--- src/rtl/manchester_enc_pkg.sv ---
package manchester_enc_pkg;

  typedef enum logic [1:0] {
    PH_IDLE   = 2'd0,
    PH_FIRST  = 2'd1,
    PH_SECOND = 2'd2
  } half_phase_t;

  localparam logic IDLE_LINE = 1'b0;

endpackage

--- src/rtl/manchester_bit_latch.sv ---
module manchester_bit_latch (
  input  logic clk,
  input  logic rst_n,
  input  logic cell_start,
  input  logic data_in,
  output logic cell_bit
);

  always_ff @(posedge clk) begin
    if (!rst_n) begin
      cell_bit <= 1'b0;
    end else if (cell_start) begin
      cell_bit <= data_in;
    end
  end

endmodule

--- src/rtl/manchester_phase_ctrl.sv ---
module manchester_phase_ctrl
  import manchester_enc_pkg::*;
(
  input  logic        clk,
  input  logic        rst_n,
  input  logic        cell_start,
  output half_phase_t phase
);

  half_phase_t phase_nx;

  always_comb begin
    phase_nx = phase;
    if (cell_start) begin
      phase_nx = PH_FIRST;
    end else begin
      case (phase)
        PH_FIRST:  phase_nx = PH_SECOND;
        PH_SECOND: phase_nx = PH_SECOND;
        default:   phase_nx = PH_IDLE;
      endcase
    end
  end

  always_ff @(posedge clk) begin
    if (!rst_n) begin
      phase <= PH_IDLE;
    end else begin
      phase <= phase_nx;
    end
  end

endmodule

--- src/rtl/manchester_line_drv.sv ---
module manchester_line_drv
  import manchester_enc_pkg::*;
(
  input  logic        clk,
  input  logic        rst_n,
  input  logic        cell_start,
  input  logic        data_in,
  input  logic        cell_bit,
  input  half_phase_t phase,
  output logic        line_out,
  output logic        line_out_n
);

  logic level_nx;

  // A new cell puts its bit on the line at once; the next edge flips it.
  always_comb begin
    level_nx = line_out;
    if (cell_start) begin
      level_nx = data_in;
    end else if (phase == PH_FIRST) begin
      level_nx = ~cell_bit;
    end
  end

  always_ff @(posedge clk) begin
    if (!rst_n) begin
      line_out   <= IDLE_LINE;
      line_out_n <= ~IDLE_LINE;
    end else begin
      line_out   <= level_nx;
      line_out_n <= ~level_nx;
    end
  end

endmodule

--- src/rtl/manchester_enc.sv ---
module manchester_enc
  import manchester_enc_pkg::*;
(
  input  logic clk,
  input  logic rst_n,
  input  logic cell_start,
  input  logic data_in,
  output logic line_out,
  output logic line_out_n
);

  logic        cell_bit;
  half_phase_t phase;

  manchester_bit_latch u_latch (
    .clk        (clk),
    .rst_n      (rst_n),
    .cell_start (cell_start),
    .data_in    (data_in),
    .cell_bit   (cell_bit)
  );

  manchester_phase_ctrl u_phase (
    .clk        (clk),
    .rst_n      (rst_n),
    .cell_start (cell_start),
    .phase      (phase)
  );

  manchester_line_drv u_drv (
    .clk        (clk),
    .rst_n      (rst_n),
    .cell_start (cell_start),
    .data_in    (data_in),
    .cell_bit   (cell_bit),
    .phase      (phase),
    .line_out   (line_out),
    .line_out_n (line_out_n)
  );

endmodule

--- config.mk ---
export PLATFORM = sky130hd
export DESIGN_NAME = manchester_enc
export DESIGN_NICKNAME = d
export VERILOG_FILES = /design/src/rtl/manchester_enc_pkg.sv /design/src/rtl/manchester_bit_latch.sv /design/src/rtl/manchester_phase_ctrl.sv /design/src/rtl/manchester_line_drv.sv /design/src/rtl/manchester_enc.sv
export SDC_FILE = /design/constraint.sdc
export NUM_CORES = 1
export LEC_CHECK = 0
export BUFFER_PORTS_ARGS = -buffer_cell sky130_fd_sc_hd__buf_2
export CORE_AREA = 3 3 40 42
export CTS_BUF_LIST = sky130_fd_sc_hd__clkbuf_8
export DETAILED_ROUTE_END_ITERATION = 16
export DIE_AREA = 0 0 43 45
export SLEW_MARGIN = 30
export SYNTH_ARGS = -nofsm -noshare
export SYNTH_HDL_FRONTEND = slang
export SYNTH_SLANG_ARGS = --single-unit
--- constraint.sdc ---
create_clock -name clk -period 2.24 [get_ports clk]
set_input_delay 0.448 -clock clk [delete_from_list [all_inputs] [get_ports clk]]
set_output_delay 0.448 -clock clk [all_outputs]
set_load 0.02 [all_outputs]
Word level (Yosys, flattened, before mapping) --
Index checks and enable logic that the tools add are counted. W data, S select, Z words.
Word-level totals: register bits after elaboration 5, word-level logic and storage cells 16
Operators by class: eq/ne operators 2, mux-type cells 4, bitwise logic cells 3, reductions and logical operators 2
Operators with widths (count):
- $reduce_or A2 Y1 | 2
- $mux W1 | 3
- $not A1 Y1 | 3
- $eq A2 B1 Y1 const B | 1
- $eq A2 B2 Y1 const B | 1
- $mux W2 | 1

Longest topological paths before layout --
Gate-level depths: netlist of run 1.
word-level depth 4, mapped depth 4, gate-level depth less buffers 4

Hierarchy --
A second synthesis of run 1 with hierarchy kept.
Second synthesis, totals: cells, all modules 16, area, all modules 186.4 µm²
Modules (own cells, without submodules):
- manchester_line_drv | times used 1, cells an instance 8, area each 82.6 µm², seq. area each 40.0 µm²
- manchester_phase_ctrl | times used 1, cells an instance 5, area each 67.6 µm², seq. area each 40.0 µm²
- manchester_bit_latch | times used 1, cells an instance 3, area each 36.3 µm², seq. area each 20.0 µm²

Worst setup path after synthesis of run 1 --
No wires, ideal clock.
kind register -> register, start register u_phase.phase[1], end register with a tool-made name, data arrival time 890 ps, required time 2124 ps, slack 1234 ps, cell stages (with the launch flop) 5, clock period less this slack 1006 ps, cells stage by stage dfxtp_1 -> inv_1 -> ha_1 -> or2_1 -> a31o_1
RTL lines:
- from (decl) | line manchester_phase_ctrl.sv:7 | output half_phase_t phase
- from (signal assigned) | line manchester_phase_ctrl.sv:29 | phase <= phase_nx;

==> qor.yml, run 1 <==
floorplanning:
  die_w_um: 43
  die_h_um: 45
  core_um2: 1280
  die-area_um2: 1940
  start_util_pct: 14.4
  row_count: 13
  ioPinCount: 6
routing:
  vias: 150
  drt-initial-drc-count: 1
  wirelength_um: 332
  ant_nets: 0
  drc: 0
  via_per_inst: 3.66
  wl_per_cell_um: 8.10
  dr.pass1.iters: 2
synthesis:
  synth_edf_count: 0
  yosysUniqueCellTypes: 12
  synth_cells: 17
  synthArstFlopShare_pct: 0
  syn_avg_cell_area_um2: 10.9
  synth_common_cells: "dfxtp_1, nor2b_1"
  synth-main-ff-cell: "dfxtp_1"
  synthTopCellsByArea: "dfxtp_1, ha_1, nor2b_1"
  yosysWarnings: 0
  seq_area_frac_synth_pct: 54.1
  synth.most_common_cell: "dfxtp_1"
  synth_top_area_share_pct: 54.1
  syn_area_um2: 185
  synth.ff_latch_count: 5
  syn_nets: 22
  synth_top_area_cell: "dfxtp_1"
critical_path:
  arrival_ns: 0.69
  start_kind: "flop"
  cp_max_fo: 2
  worstSetupPathType: "reg -> out"
  cp_data_required_time_ns: 1.79
  critPathTopFamily: "flip-flops"
  reg2regPathDepth: 4
  crit_path_end_kind: "output port"
  critPathMaxStageDelay_ns: 0.31
  critPathSlowestCell: "dfxtp_1"
  crit_cells: 1
  crit_path_cell_trace: "buf_2"
  crit_buf_inv: 1
layout:
  n_fill_cell: 137
  final_layout_size_suffix_gt1_share_pct: 34.6
  diodes: 0
  multi_input_area_um2: 81.3
  num-nets-final: 32
  seqCellArea_um2: 100
  design_area_um2: 274
  area.growth.synth_to_final_pct: 48.0
global_route:
  met3_usage_pct: 5.98
  grt_max_degree: 5
  use_met1_pct: 3.61
  grt_busiest_layer: "met3"
  grt_pass1_vias: 133
  grt_usage_pct: 4.33
  antenna_found_initial: 0
  met2_usage_pct: 5.69
  grt-ovfl-total: 0
  grt_pass1_wl_um: 510
clocking:
  clk_latency_ns: 0.22
  holdBufCountCts: 0
  clk_pin_slew_ns: 0.03
  ctsHtreeMaxLevel: 1
  cts_buffers: 3
  post_cts_resized: 0
  cts.sinks: 5
  cts_tree: "done"
  clock_path_buffers: 2
  post_cts_buffers: 0
  clockRootBuffer: "clkbuf_8"
timing:
  fmax_mhz: 880
  setup_tns_ns: 0
  slew_violations: 0
  finalCritPeriodShare_pct: 50.7
  hold_violations: 0
  max_slew_margin_pct: 92.0
  rsz0062_at_grt: "no"
  skew_ns: 0.00237
  tightest_slew_ns: 0.117
  setup_viol: 0
  fin_crit_ns: 1.14
placed_design:
  postPlaceCellArea_um2: 229
  gp_congestion: 0.629
  hpwl_um: 272
  io_buffers: 5
pwr:
  power.leakage_nw: 0.124
  max-vdd-ir-drop_uv: 350
  powerDensity_nw_per_um2: 1000
min_path:
  min_path_type: "in -> reg"
  hold_path_depth: 2
status:
  outcome: "complete, no violations"
run:
  max_cap_violations: 0
==> per-layer routing <==
layer  wire length [µm]  share of wire [%]  vias to the layer above
met2                144                 43                        8
met1                136                 41                       65
met3                 51                 15                        0
met5                  0                  0                        -
li1                   -                  -                       77
met4                  0                  0                        0
==> final cells by class <==
class                      count  area share (%)
clock buffer                   3            15.1
clock inverter                 1            1.37
inverter                       1            1.37
multi-input combinational     11            29.7
sequential                     5            36.5
tap                           15            6.85
timing repair buffer           5            9.13
==> metrics by stage <==
| step | total power (W) | cells | hold WS [ns] | setup WS, ns | util, % |
|---|---|---|---|---|---|
| floorplan | 0.000111 | 17 | 0.472 | 1.23 | - |
| global placement | 0.000119 | 37 | 0.496 | 1.20 | 17.8 |
| detailed placement | 0.000121 | 37 | 0.505 | 1.17 | 17.8 |
| CTS | 0.000281 | 41 | 0.477 | 1.09 | 21.3 |
| global route | 0.000293 | 41 | 0.486 | 1.07 | 21.3 |
| finish | 0.000275 | 41 | 0.477 | 1.10 | 21.3 |
==> placed cells by master (no fill, tap or decap) <==
cell type	n
buf_2	5
a31o_1	1
nor2b_2	1
nand2_1	1
ha_1	1
inv_1	2
a31oi_1	1
nor2b_1	2
and2_1	1
or2_1	1
and3_1	1
mux2i_1	1
dfxtp_1	5
clkbuf_8	3
==> report_power, final <==
part / leakage, nW / internal, W / switching (W)
Combinational: 0.0559 / 0.0000103 / 0.0000116
Clock: 0.0269 / 0.000117 / 0.0000394
Sequential: 0.0414 / 0.0000952 / 0.00000175
Total: 0.124 / 0.000223 / 0.0000527
==> final timing paths <==
path,start,endpoint,slack [ns]
worst min-delay path,rst_n,u_latch.cell_bit$_SDFFE_PN0P_,0.48
worst max-delay path,flop,line_out,1.10
worst min register to register,u_latch.cell_bit$_SDFFE_PN0P_,u_drv.line_out_n$_SDFF_PN1_,0.51
worst max register to register,u_phase.phase[1]$_SDFF_PP0_,flop,1.17
==> kinds of logic after synthesis <==
group           after synthesis  share of synthesized area [%]
flops                         5                           54.1
compound gates                2                           8.11
mux                           1                           5.41
simple gates                  7                           23.7
fa+ha+maj                     1                           6.76
buf+inv                       1                           2.03
Note: power is estimated with default switching activity, not from simulation.
==> inputs of run 2 (changes only) <==
ABC_AREA = 1   (was not set)
clock period = 1.2 ns   (was 2.24 ns; I/O delays follow)
==> run 2 against run 1 <==
Against the previous run: clock power is 90% higher; area after synthesis is 1.4% lower; clock skew is 0.0019 ns lower; first-iteration DRC count grew to 3.0 times the previous value; routed wire length is 12% lower; final area is 0.91% lower; register-to-register slack worse by 0.84 ns; die area stayed put; critical path type unchanged; largest power group unchanged.
==> qor.yml, run 2 <==
critical_path:
  critPathMaxStageDelay_ns: 0.31
  crit_path_cell_trace: "buf_2"
  crit_path_end_kind: "output port"
  worstSetupPathType: "reg -> out"
  cp_data_required_time_ns: 0.96
  critPathTopFamily: "flip-flops"
  rr_startpoint: "u_phase.phase[1]$_SDFF_PP0_"
  arrival_ns: 0.69
  r2r-end: "u_drv.line_out_n$_SDFF_PN1_"
  crit_buf_inv: 1
  cp_max_fo: 2
  reg2reg_setup_slack_ns: 0.33
  start_kind: "flop"
  reg2regPathDepth: 6
  critPathSlowestCell: "dfxtp_1"
synthesis:
  syn_nets: 27
  synthArstFlopShare_pct: 0
  synth-main-ff-cell: "dfxtp_1"
  yosysUniqueCellTypes: 9
  synthTopCellsByArea: "dfxtp_1, nand2_1, inv_1"
  synth_cells: 22
  yosysWarnings: 0
  syn_area_um2: 183
  synth.ff_latch_count: 5
  synth_common_cells: "dfxtp_1, nand2_1, inv_1, inv_2, nand2_2"
  syn_avg_cell_area_um2: 8.30
  synth_top_area_cell: "dfxtp_1"
  synth_top_area_share_pct: 54.8
  seq_area_frac_synth_pct: 54.8
  synth_edf_count: 0
clocking:
  cts.sinks: 5
  cts_tree: "done"
  post_cts_buffers: 0
  clock_path_buffers: 2
  clk_latency_ns: 0.22
  clockRootBuffer: "clkbuf_8"
  clk_pin_slew_ns: 0.03
  holdBufCountCts: 0
  ctsHtreeMaxLevel: 1
  cts_buffers: 3
  post_cts_resized: 0
global_route:
  grt_usage_pct: 4.16
  antenna_found_initial: 0
  grt_pass1_vias: 162
  grt-ovfl-total: 0
  grt_pass1_wl_um: 524
  grt_max_degree: 4
run:
  max_cap_violations: 0
routing:
  drc: 0
  ant_nets: 0
  dr.pass1.iters: 2
  wirelength_um: 291
  vias: 144
  via_per_inst: 3.13
  drt-initial-drc-count: 3
  wl_per_cell_um: 6.33
timing:
  fin_crit_ns: 0.931
  rsz0062_at_grt: "no"
  setup_viol: 0
  slew_violations: 0
  hold_violations: 0
  fmax_mhz: 1070
  max_slew_margin_pct: 91.4
  setup_ws_ns: 0.269
  setup_tns_ns: 0
  skew_ns: 0.000486
  tightest_slew_ns: 0.127
  finalCritPeriodShare_pct: 77.6
min_path:
  min_to: "u_phase.phase[1]$_SDFF_PP0_"
  min_path_type: "in -> reg"
  hold_path_depth: 2
  hp-start: "cell_start"
placed_design:
  io_buffers: 5
  hpwl_um: 226
  dp_cells: 42
  gp_congestion: 0.617
  place_ws_ns: 0.333
layout:
  area.growth.synth_to_final_pct: 48.6
  final_layout_size_suffix_gt1_share_pct: 41.9
  fin_cells: 46
  num-nets-final: 37
  postLayoutCoreUtil_pct: 21.1
  diodes: 0
  final_cell_mix: "inv_1, nand2_1, dfxtp_1, buf_2, clkbuf_8"
pwr:
  powerDensity_nw_per_um2: 1900
  power.leakage_nw: 0.140
  max-vdd-ir-drop_uv: 247
floorplanning:
  core_um2: 1280
  die_w_um: 43
  row_count: 13
  die_h_um: 45
  ioPinCount: 6
  start_util_pct: 14.2
  die-area_um2: 1940
status:
  outcome: "complete, no violations"
-- run 2: changes by cell type in the layout (fill, tap and decap cells not counted), moves of 2 or more --
cell     before  now
nor2b_1       2    0
nand2_1       1    5
inv_2         0    2
nand2_2       0    2
inv_1         2    5
-- run 2: metal layers --
| metal | up-vias | global-route usage [%] | share of wire, % |
|---|---|---|---|
| li1 | 80 | - | - |
| met1 | 58 | 3.61 | 34 |
| met2 | 4 | 5.99 | 56 |
| met3 | 2 | 0 | 4.5 |
| met4 | 0 | 9.04 | 4.8 |
| met5 | - | 0 | 0 |
-- run 2: report_power, final --
part	leakage, nW	internal (W)	total (W)	switching [W]
Combinational	0.0716	0.0000150	0.0000381	0.0000230
Sequential	0.0414	0.000178	0.000181	0.00000332
Clock	0.0269	0.000219	0.000297	0.0000784
-- run 2: cell families (layout without fill, tap and decap cells) --
group	count (synthesis)	count (layout)	synth area share [%]
flip-flops	5	5	54.8
buffers and inverters	6	15	12.3
adder cells (fa/ha/maj)	1	1	6.85
AND/OR/NAND/NOR	10	10	26.0
-- run 2: worst max-delay path by stage --
stage	from	to	depth (start not counted)
floorplan	u_phase.phase[1]$_SDFF_PP0_	flop	6
detailed placement	u_phase.phase[1]$_SDFF_PP0_	flop	6
global route	flop	line_out	1
finish	flop	line_out	1
CTS	flop	line_out	1
global placement	u_phase.phase[1]$_SDFF_PP0_	flop	6
-- run 2: final cells by class --
type,count,area (µm²)
clock buffers,3,41.3
repair buffers,5,25.0
inverters,6,22.5
flip-flops and latches,5,100
multi-input cells,11,60.1
clock inverters,1,3.75
well taps,15,18.8
fillers,153,1010
-- run 2: per-stage QoR --
step | instance area [µm²] | power, W | hold slack (ns)
final | 272 | 0.000516 | 0.224
after global routing | 272 | 0.000542 | 0.232
after CTS | 272 | 0.000527 | 0.220
after detailed placement | 226 | 0.000222 | 0.445
after global placement | 226 | 0.000222 | 0.432
after floorplan | 183 | 0.000208 | 0.318
